===== config.mk =====
export PLATFORM = sky130hd
export DESIGN_NAME = roi_scan_seq
export DESIGN_NICKNAME = d
export VERILOG_FILES = /design/src/rtl/roi_seq_pkg.sv /design/src/rtl/roi_span.sv /design/src/rtl/roi_len_calc.sv /design/src/rtl/roi_index_map.sv /design/src/rtl/roi_scan_seq.sv
export SDC_FILE = /design/constraint.sdc
export NUM_CORES = 1
export LEC_CHECK = 0
export BUFFER_PORTS_ARGS = -buffer_cell sky130_fd_sc_hd__buf_2
export CORE_ASPECT_RATIO = 0.75
export CORE_MARGIN = 2
export CORE_UTILIZATION = 45
export CTS_BUF_LIST = sky130_fd_sc_hd__clkbuf_2
export DETAILED_ROUTE_END_ITERATION = 12
export HOLD_SLACK_MARGIN = 0.03
export SKIP_CTS_REPAIR_TIMING = 1
export SLEW_MARGIN = 20
export SYNTH_ARGS = -nofsm -noshare
export SYNTH_HDL_FRONTEND = slang
export SYNTH_SLANG_ARGS = --single-unit

===== constraint.sdc =====
create_clock -name clk -period 14.7 [get_ports clk]
set_input_delay 2.94 -clock clk [delete_from_list [all_inputs] [get_ports clk]]
set_output_delay 2.94 -clock clk [all_outputs]
set_load 0.05 [all_outputs]

===== src/rtl/roi_seq_pkg.sv =====
package roi_seq_pkg;
    typedef enum logic [1:0] {
        PH_IDLE = 2'd0,
        PH_PREP = 2'd1,
        PH_SCAN = 2'd2
    } phase_e;
endpackage


===== src/rtl/roi_span.sv =====
// Number of indices covered by one axis of the window; inverted limits collapse to one.
module roi_span #(
    parameter int N = 60,
    localparam int AW = $clog2(N),
    localparam int CW = $clog2(N + 1)
) (
    input  logic [AW-1:0] lo_i,
    input  logic [AW-1:0] hi_i,
    output logic [CW-1:0] cnt_o
);
    always_comb begin
        if (hi_i >= lo_i) begin
            cnt_o = CW'(hi_i) - CW'(lo_i) + CW'(1);
        end else begin
            cnt_o = CW'(1);
        end
    end
endmodule


===== src/rtl/roi_len_calc.sv =====
// Row slot length with the half-width floor, and total readout length.
module roi_len_calc #(
    parameter int ROWS = 60,
    parameter int COLS = 80,
    parameter int PREP = 100,
    localparam int RCW   = $clog2(ROWS + 1),
    localparam int CCW   = $clog2(COLS + 1),
    localparam int SLW   = $clog2(COLS + 2),
    localparam int LEN_W = $clog2(PREP + ROWS * (COLS + 1) + 1),
    localparam int HALF  = COLS / 2
) (
    input  logic [RCW-1:0]   nrows_i,
    input  logic [CCW-1:0]   ncols_i,
    output logic [SLW-1:0]   rowlen_o,
    output logic [LEN_W-1:0] total_o
);
    logic [SLW-1:0] body;

    always_comb begin
        if (ncols_i > CCW'(HALF)) begin
            body = SLW'(ncols_i);
        end else begin
            body = SLW'(HALF);
        end
        rowlen_o = body + SLW'(1);
        total_o  = LEN_W'(PREP) + LEN_W'(nrows_i) * LEN_W'(rowlen_o);
    end
endmodule


===== src/rtl/roi_index_map.sv =====
// Converts a visit index into an address, reversing the order when flip is set.
module roi_index_map #(
    parameter int N  = 60,
    parameter int IW = 6,
    localparam int AW = $clog2(N),
    localparam int CW = $clog2(N + 1),
    localparam int EW = ((IW > CW) ? IW : CW) + 1
) (
    input  logic [AW-1:0] lo_i,
    input  logic [CW-1:0] cnt_i,
    input  logic [IW-1:0] idx_i,
    input  logic          flip_i,
    output logic [AW-1:0] addr_o
);
    logic [EW-1:0] sum;

    always_comb begin
        if (flip_i) begin
            sum = EW'(lo_i) + EW'(cnt_i) - EW'(1) - EW'(idx_i);
        end else begin
            sum = EW'(lo_i) + EW'(idx_i);
        end
        addr_o = sum[AW-1:0];
    end
endmodule


===== src/rtl/roi_scan_seq.sv =====
module roi_scan_seq
    import roi_seq_pkg::*;
#(
    parameter int ROWS = 60,
    parameter int COLS = 80,
    parameter int PREP = 100,
    localparam int RAW   = $clog2(ROWS),
    localparam int CAW   = $clog2(COLS),
    localparam int LEN_W = $clog2(PREP + ROWS * (COLS + 1) + 1)
) (
    input  logic             clk,
    input  logic             rst_n,
    input  logic             start_i,
    input  logic [RAW-1:0]   row_lo_i,
    input  logic [RAW-1:0]   row_hi_i,
    input  logic [CAW-1:0]   col_lo_i,
    input  logic [CAW-1:0]   col_hi_i,
    input  logic             flip_rows_i,
    input  logic             flip_cols_i,
    output logic [RAW-1:0]   row_addr_o,
    output logic [CAW-1:0]   col_addr_o,
    output logic             pix_valid_o,
    output logic             row_mark_o,
    output logic             frame_mark_o,
    output logic             done_o,
    output logic [LEN_W-1:0] scan_len_o
);
    localparam int RCW = $clog2(ROWS + 1);
    localparam int CCW = $clog2(COLS + 1);
    localparam int SLW = $clog2(COLS + 2);
    localparam int PCW = $clog2(PREP + 1);

    typedef struct packed {
        phase_e         phase;
        logic [PCW-1:0] pcnt;
        logic [RCW-1:0] ridx;
        logic [SLW-1:0] slot;
        logic [RAW-1:0] rlo;
        logic [RCW-1:0] rcnt;
        logic [CAW-1:0] clo;
        logic [CCW-1:0] ccnt;
        logic [SLW-1:0] rowlen;
        logic           flipr;
        logic           flipc;
        logic           done;
    } seq_state_t;

    seq_state_t st_d, st_q;

    // Live window geometry from the register inputs
    logic [RCW-1:0]   live_nrows;
    logic [CCW-1:0]   live_ncols;
    logic [SLW-1:0]   live_rowlen;
    logic [LEN_W-1:0] live_total;

    roi_span #(.N(ROWS)) u_row_span (
        .lo_i (row_lo_i),
        .hi_i (row_hi_i),
        .cnt_o(live_nrows)
    );

    roi_span #(.N(COLS)) u_col_span (
        .lo_i (col_lo_i),
        .hi_i (col_hi_i),
        .cnt_o(live_ncols)
    );

    roi_len_calc #(.ROWS(ROWS), .COLS(COLS), .PREP(PREP)) u_len (
        .nrows_i (live_nrows),
        .ncols_i (live_ncols),
        .rowlen_o(live_rowlen),
        .total_o (live_total)
    );

    assign scan_len_o = live_total;

    // Address mapping from captured geometry
    logic [RAW-1:0] row_map;
    logic [CAW-1:0] col_map;

    roi_index_map #(.N(ROWS), .IW(RCW)) u_row_map (
        .lo_i  (st_q.rlo),
        .cnt_i (st_q.rcnt),
        .idx_i (st_q.ridx),
        .flip_i(st_q.flipr),
        .addr_o(row_map)
    );

    roi_index_map #(.N(COLS), .IW(SLW)) u_col_map (
        .lo_i  (st_q.clo),
        .cnt_i (st_q.ccnt),
        .idx_i (st_q.slot),
        .flip_i(st_q.flipc),
        .addr_o(col_map)
    );

    logic in_scan;
    logic slot_has_col;
    logic slot_last;
    logic row_last;

    always_comb begin
        in_scan      = (st_q.phase == PH_SCAN);
        slot_has_col = (st_q.slot < SLW'(st_q.ccnt));
        slot_last    = (st_q.slot == st_q.rowlen - SLW'(1));
        row_last     = (st_q.ridx == st_q.rcnt - RCW'(1));
    end

    // Next-state computation
    always_comb begin
        st_d      = st_q;
        st_d.done = 1'b0;
        unique case (st_q.phase)
            PH_IDLE: begin
                if (start_i) begin
                    st_d.phase  = PH_PREP;
                    st_d.pcnt   = '0;
                    st_d.ridx   = '0;
                    st_d.slot   = '0;
                    st_d.rlo    = row_lo_i;
                    st_d.rcnt   = live_nrows;
                    st_d.clo    = col_lo_i;
                    st_d.ccnt   = live_ncols;
                    st_d.rowlen = live_rowlen;
                    st_d.flipr  = flip_rows_i;
                    st_d.flipc  = flip_cols_i;
                end
            end
            PH_PREP: begin
                if (st_q.pcnt == PCW'(PREP - 1)) begin
                    st_d.phase = PH_SCAN;
                    st_d.ridx  = '0;
                    st_d.slot  = '0;
                end else begin
                    st_d.pcnt = st_q.pcnt + PCW'(1);
                end
            end
            PH_SCAN: begin
                if (slot_last) begin
                    st_d.slot = '0;
                    if (row_last) begin
                        st_d.phase = PH_IDLE;
                        st_d.done  = 1'b1;
                    end else begin
                        st_d.ridx = st_q.ridx + RCW'(1);
                    end
                end else begin
                    st_d.slot = st_q.slot + SLW'(1);
                end
            end
            default: st_d.phase = PH_IDLE;
        endcase
    end

    always_ff @(posedge clk or negedge rst_n) begin
        if (!rst_n) begin
            st_q <= '{phase: PH_IDLE, default: '0};
        end else begin
            st_q <= st_d;
        end
    end

    // Outputs
    always_comb begin
        frame_mark_o = (st_q.phase != PH_IDLE);
        pix_valid_o  = in_scan && slot_has_col;
        row_mark_o   = in_scan && (st_q.slot == '0);
        row_addr_o   = in_scan ? row_map : '0;
        col_addr_o   = pix_valid_o ? col_map : '0;
        done_o       = st_q.done;
    end

    // Assertions
    p_valid_inside_frame_r3: assert property (@(posedge clk) disable iff (!rst_n)
        pix_valid_o |-> frame_mark_o)
        else $error("valid pixel outside readout window");

    p_row_mark_with_col_r7: assert property (@(posedge clk) disable iff (!rst_n)
        row_mark_o |-> pix_valid_o)
        else $error("row marker without first column");

    p_done_after_window_r9: assert property (@(posedge clk) disable iff (!rst_n)
        done_o |-> (!frame_mark_o && $past(frame_mark_o)))
        else $error("done not directly after window");

    p_done_single_r9: assert property (@(posedge clk) disable iff (!rst_n)
        done_o |=> !done_o)
        else $error("done held longer than one cycle");

    p_col_step_r6: assert property (@(posedge clk) disable iff (!rst_n)
        (pix_valid_o && !row_mark_o && !st_q.flipc) |->
            (col_addr_o == $past(col_addr_o) + CAW'(1)))
        else $error("ascending column sequence broken");

    p_col_range_r6: assert property (@(posedge clk) disable iff (!rst_n)
        pix_valid_o |-> (col_addr_o < CAW'(COLS)))
        else $error("column address out of array");

    p_row_stable_r5: assert property (@(posedge clk) disable iff (!rst_n)
        (in_scan && $past(in_scan) && !row_mark_o) |-> $stable(row_addr_o))
        else $error("row address changed inside a slot");

    p_geom_frozen_r12: assert property (@(posedge clk) disable iff (!rst_n)
        (frame_mark_o && $past(frame_mark_o)) |->
            ($stable(st_q.rowlen) && $stable(st_q.rcnt) && $stable(st_q.flipr)))
        else $error("captured geometry changed during readout");
endmodule


* After elaboration in Yosys (flattened, before gate mapping)
Index checks and enable logic that the tools add are counted.
** Storage, ports and cells
- Input bits :: 31
- Memories :: 0
- Bits in registers :: 58
- Word-level logic and storage cells :: 81
- RAM bits :: 0
- Bits in latches :: 0
- Output and inout port bits :: 30
- ROM bits :: 0
** Cells by class
- Bitwise gates (word level) :: 0
- Shift-type cells :: 0
- $mul :: 1
- Equal/unequal tests :: 11
- Reduce and logical (&&, ||, !) cells :: 12
- Divide/modulo/power cells :: 0
- Muxes and demuxes :: 22
- Add/subtract/negate cells :: 19
- Order comparisons :: 4
** Operator list (number)
- 57-bit 2-to-1 mux :: 1
- 7-bit 2-to-1 mux :: 6
- 13-bit case mux with 3 select lines :: 1
- 6-bit 2-to-1 mux :: 5
- 7-bit by 1-bit adder with 7-bit output, second input constant :: 4
- 7-bit adder :: 2
- 7-bit case mux with 2 select lines :: 1
- 7-bit by 1-bit subtractor with 7-bit output, second input constant :: 2
- 7-bit subtractor :: 2
- 7-bit by 13-bit adder with 13-bit output, first input constant :: 1
- 6-bit by 7-bit multiplier with 13-bit output :: 1
- 13-bit 2-to-1 mux :: 1
- 6-bit by 1-bit adder with 6-bit output, second input constant :: 2
- 6-bit adder :: 2
- 6-bit by 1-bit subtractor with 6-bit output, second input constant :: 2
- 6-bit subtractor :: 2
- 2-bit inequality test, second input constant :: 4
- 7-bit equality test :: 1
- 7-bit equality test, second input constant :: 1
- 7-bit greater-or-equal comparator :: 1
- 7-bit by 6-bit > comparator with 1-bit output, second input constant :: 1
- 7-bit zero test :: 1
- 7-bit less-than comparator :: 1
- 6-bit equality test :: 1
- 15 further kinds :: 23

* Longest topological paths before layout
- Depth in word-level cells :: 8
- Depth in mapped cells :: 28
- Mapped depth without buffers :: 28

* Modules after synthesis
From an unflattened synthesis, not the netlist that was laid out.
** Unflattened totals
- Cells, all modules :: 803
- Area, all modules :: 7275.7 um^2
** Modules (own cells, without submodules)
- roi_scan_seq :: cells an instance 343, instances 1, area each 3442.1 um^2, seq. area each 1451.4 um^2
- roi_len_calc :: cells an instance 179, instances 1, area each 1545.2 um^2, seq. area each 0.0 um^2
- roi_index_map at u_col_map :: cells an instance 100, instances 1, area each 819.5 um^2, seq. area each 0.0 um^2
- roi_index_map at u_row_map :: cells an instance 75, instances 1, area each 620.6 um^2, seq. area each 0.0 um^2
- roi_span at u_col_span :: cells an instance 57, instances 1, area each 457.9 um^2, seq. area each 0.0 um^2
- roi_span at u_row_span :: cells an instance 49, instances 1, area each 390.4 um^2, seq. area each 0.0 um^2

* Least setup slack after synthesis
Ideal clock, no wire load.
- Path kind :: input port to output port
- Start point :: input col_lo_i[2]
- End point :: output scan_len_o[12]
- Data required time :: 11.760 ns
- Path slack :: 1.620 ns
- Buffers on the path :: 2
- Stages :: 26
- Data arrival time :: 10.140 ns
- Cell sequence :: inv_1 > ha_1 > buf_2 > xnor2_1 > ha_1 > o311a_1 > o211ai_1 > nor2_1 > o211a_1 > clkbuf_1 > ha_1 > and4_1 > xnor2_1 > nand4_1 > or2_1 > fa_1 > inv_1 > fa_1 > fa_1 > fa_1 > ha_1 > nand2_1 > o21ai_0 > or4_1 > and3_1 > a211oi_1
** Between the ends
- Word-level cells in the longest chain between the ends :: 8
- Elaborated cells on any way between the ends :: 9
- Classes of those cells :: add/sub: 4; mul: 1; order compare: 2; mux: 2
** Ends and longest elaborated chain
- start, declared :: line roi_scan_seq.sv:16 : input logic [CAW-1:0] col_lo_i,
- 7-bit subtractor :: line roi_span.sv:13 : cnt_o = CW'(hi_i) - CW'(lo_i) + CW'(1);
- 7-bit by 1-bit adder with 7-bit output :: line roi_span.sv:13
- 7-bit 2-to-1 mux * :: line roi_span.sv:12 : if (hi_i >= lo_i) begin
- 7-bit by 6-bit > comparator with 1-bit output :: line roi_len_calc.sv:20 : if (ncols_i > CCW'(HALF)) begin
- 7-bit 2-to-1 mux * :: line roi_len_calc.sv:20
- 7-bit by 1-bit adder with 7-bit output * :: line roi_len_calc.sv:25 : rowlen_o = body + SLW'(1);
- 6-bit by 7-bit multiplier with 13-bit output * :: line roi_len_calc.sv:26 : total_o = LEN_W'(PREP) + LEN_W'(nrows_i) * LEN_W'(rowlen_o);
- 7-bit by 13-bit adder with 13-bit output * :: line roi_len_calc.sv:26
- end, declared :: line roi_scan_seq.sv:26 : output logic [LEN_W-1:0] scan_len_o
Every way passes the cells marked *; elsewhere a longest branch is shown, timed or not.

* Worst setup path after layout
Ends and elaborated chain as after synthesis.

==> run_results.csv <==
group,metric,value,unit
run_status,status,"complete, no violations",
worst_setup_path,r2r_setup_slack,12.07,ns
synth,syn_area_per_cell,8.55,µm²
worst_setup_path,critical_path_peak_fanout,8,
timing,worst_slack,1.67,ns
worst_setup_path,cp_slowest_cell,"fa_1",
global_route,grt_pass1_vias,5873,
worst_setup_path,r2r_end,"st_q[43]",
worst_setup_path,arrival,10.09,ns
worst_setup_path,crit_family,"adder cells",
place,pre_cts_ws,1.69,ns
floorplanning,core,0.0152,mm²
routing,num_vias,5872,
power_and_ir_drop,total_power,0.00172,W
layout,drive_gt1_share,10.9,%
layout,layout.nets,1033,
synth,synth.top_cells.by_area,"dfrtp_1, ha_1, fa_1, inv_1, xnor2_1",
clocking,cts-buffers-inserted,9,
global_route,grt.total_usage,20.8,%
floorplanning,ios,61,
layout,final_cell_mix,"inv_1, ha_1, nor2_1, buf_2, dfrtp_1",
timing,setup_tns,0,ns
worst_setup_path,r2r_cells,6,
floorplanning,start_util,45.9,%
power_and_ir_drop,powerDensity,226,mW/mm²
clocking,root_buffer,"clkbuf_2",
routing,route.detailed.drc,0,
layout,area_growth,8.89,%
routing,wl,16200,µm
clocking,tritoncts,"yes",
place,hpwl,12900,µm
synth,synth_top_area_cell,"dfrtp_1",
power_and_ir_drop,peakVddDrop,0.000362,V
timing,max_slew_margin,48.4,%
global_route,antenna_found_initial,1,
clocking,clk_latency,0.53,ns
synth,synth_seq_cells,58,
routing,drtIter0Drc,283,
synth,syn_nets,985,
global_route,overflow,0,
place,gp_congestion,0.869,
place,place_inst,1059,
worst_hold_path,hold_class,"flop to flop",
layout,final_common_cell,"inv_1",
timing,finClkSkew,0.0502,ns
floorplanning,die_w,148,µm
power_and_ir_drop,power_leakage,3.83,nW
timing,setup_viol,0,
routing,ant_nets,0,
routing,dr.pass1.iters,4,
synth,ys.flop_type,"dfrtp_1",
clocking,clockBufferDepth,2,
worst_hold_path,hp-start,"st_q[12]",
routing,post_drt_wl_per_cell,15.0,µm
clocking,cts_sinks,58,
worst_setup_path,crit_path_start_kind,"input pin",
place,port_buffers,60,
global_route,grt_pass1_wl,28300,µm
timing,min_period,13.03,ns
worst_hold_path,holdPathStages,2,
layout,instances_no_fill,1076,
worst_hold_path,hold_end,"st_q[12]",
worst_setup_path,endpoint_kind,"output port",
synth,seq_area_frac_synth,20.8,%
floorplanning,rows,39,
timing,tightest_slew,0.774,ns
timing,hold_viol,0,
synth,synth-edff-count,0,
job,drv_cap,0,
timing,rsz0062_at_grt,"false",
worst_setup_path,worstPathRequired,11.76,ns
timing,period_share,88.6,%
timing,maxSlewViolCount,0,
floorplanning,die_area,0.0165,mm²
worst_setup_path,crit_buf_inv,4,
worst_setup_path,rr_startpoint,"st_q[3]",
layout,fillers,1465,
global_route,grt_max_degree,59,
worst_setup_path,max_stage_delay,0.52,ns
synth,synth_top_area_share,20.8,%
synth,yosys_warnings,0,
floorplanning,die_h,112,µm
synth,synth_area,0.00698,mm²
layout,fin_util,49.9,%
synth,synth_async_sr_flop_share,100,%
routing,viasPerCell,5.46,
clocking,clk_pin_slew_worst_paths,0.17,ns
synth,synth_cell_type_count,66,
timing,max_freq,76.7,MHz
worst_setup_path,path_class,"input pin to output port",
clocking,htree_levels,3,
synth,syn_inst,817,
-- routing by layer --
layer	part of all wire (%)	GRT usage, %
met4	0.97	5.14
met5	0	0
met3	4.3	3.07
met1	50	29.8
met2	44	33.4
-- cell usage after synthesis (all sizes together) (8+ instances only) --
master  number
inv        100
ha          96
nor2        62
dfrtp       58
nand2       53
o21ai       53
fa          41
a21oi       39
xnor2       30
clkbuf      22
nand3       20
a21o        17
nor3        17
xor2        17
nand2b      15
nor2b       14
a31oi       11
and3        10
or2         10
mux2i        9
or3          9
and2         8
nor4         8
-- sequential cells by signal, summed over array words and instances (netlist names) --
register,flops
done_o,1
st_q,57
-- report_power, final --
part	switching [W]	internal, W
logic	0.000857	0.000467
clock network	0.0000646	0.0000558
registers	0.0000612	0.000210
-- logic make-up after synthesis --
| logic type | synth area share, % |
|---|---|
| adders and majority gates | 29.0 |
| and+or+nand+nor | 18.7 |
| AOI/OAI and AO/OA | 16.7 |
| muxes | 1.94 |
| DFF | 20.8 |
| xor gates and xnor gates | 5.89 |
| buffers and inverters | 6.99 |
-- final cells by class --
cell class | instances | area (µm²) | share of cell area, %
multi-input cells | 631 | 5050 | 66.4
flip-flops and latches | 58 | 1450 | 19.1
inverters | 101 | 379 | 4.99
repair buffers | 64 | 330 | 4.34
well taps | 205 | 256 | 3.37
clock inverters | 6 | 81.3 | 1.07
clock buffers | 10 | 50.0 | 0.658
diodes | 1 | 2.50 | 0.0329
-- worst max-delay path by stage --
stage	end	cells past startpoint	slack, ns	start
finish	scan_len_o[12]	26	1.67	col_lo_i[2]
global route	scan_len_o[12]	27	1.11	col_lo_i[3]
CTS	scan_len_o[12]	26	1.65	col_lo_i[2]
detailed placement	scan_len_o[12]	26	1.69	col_lo_i[2]
global placement	scan_len_o[12]	27	1.91	col_lo_i[1]
floorplan	scan_len_o[12]	26	1.62	col_lo_i[2]
-- tightest hold or removal path, cell delays in order (launching register included) --
cell     delay, ns
dfrtp_1       0.38
nand2_1       0.04
o21ai_0       0.06
-- per-stage QoR --
| stage | cell area, µm² | hold WS (ns) |
|---|---|---|
| after global routing | 7600 | 0.524 |
| after CTS | 7590 | 0.508 |
| after floorplan | 6980 | 0.449 |
| after detailed placement | 7460 | 0.470 |
| after global placement | 7460 | 0.469 |
| final | 7600 | 0.499 |
No activity file was read; power rests on OpenSTA's default activity.
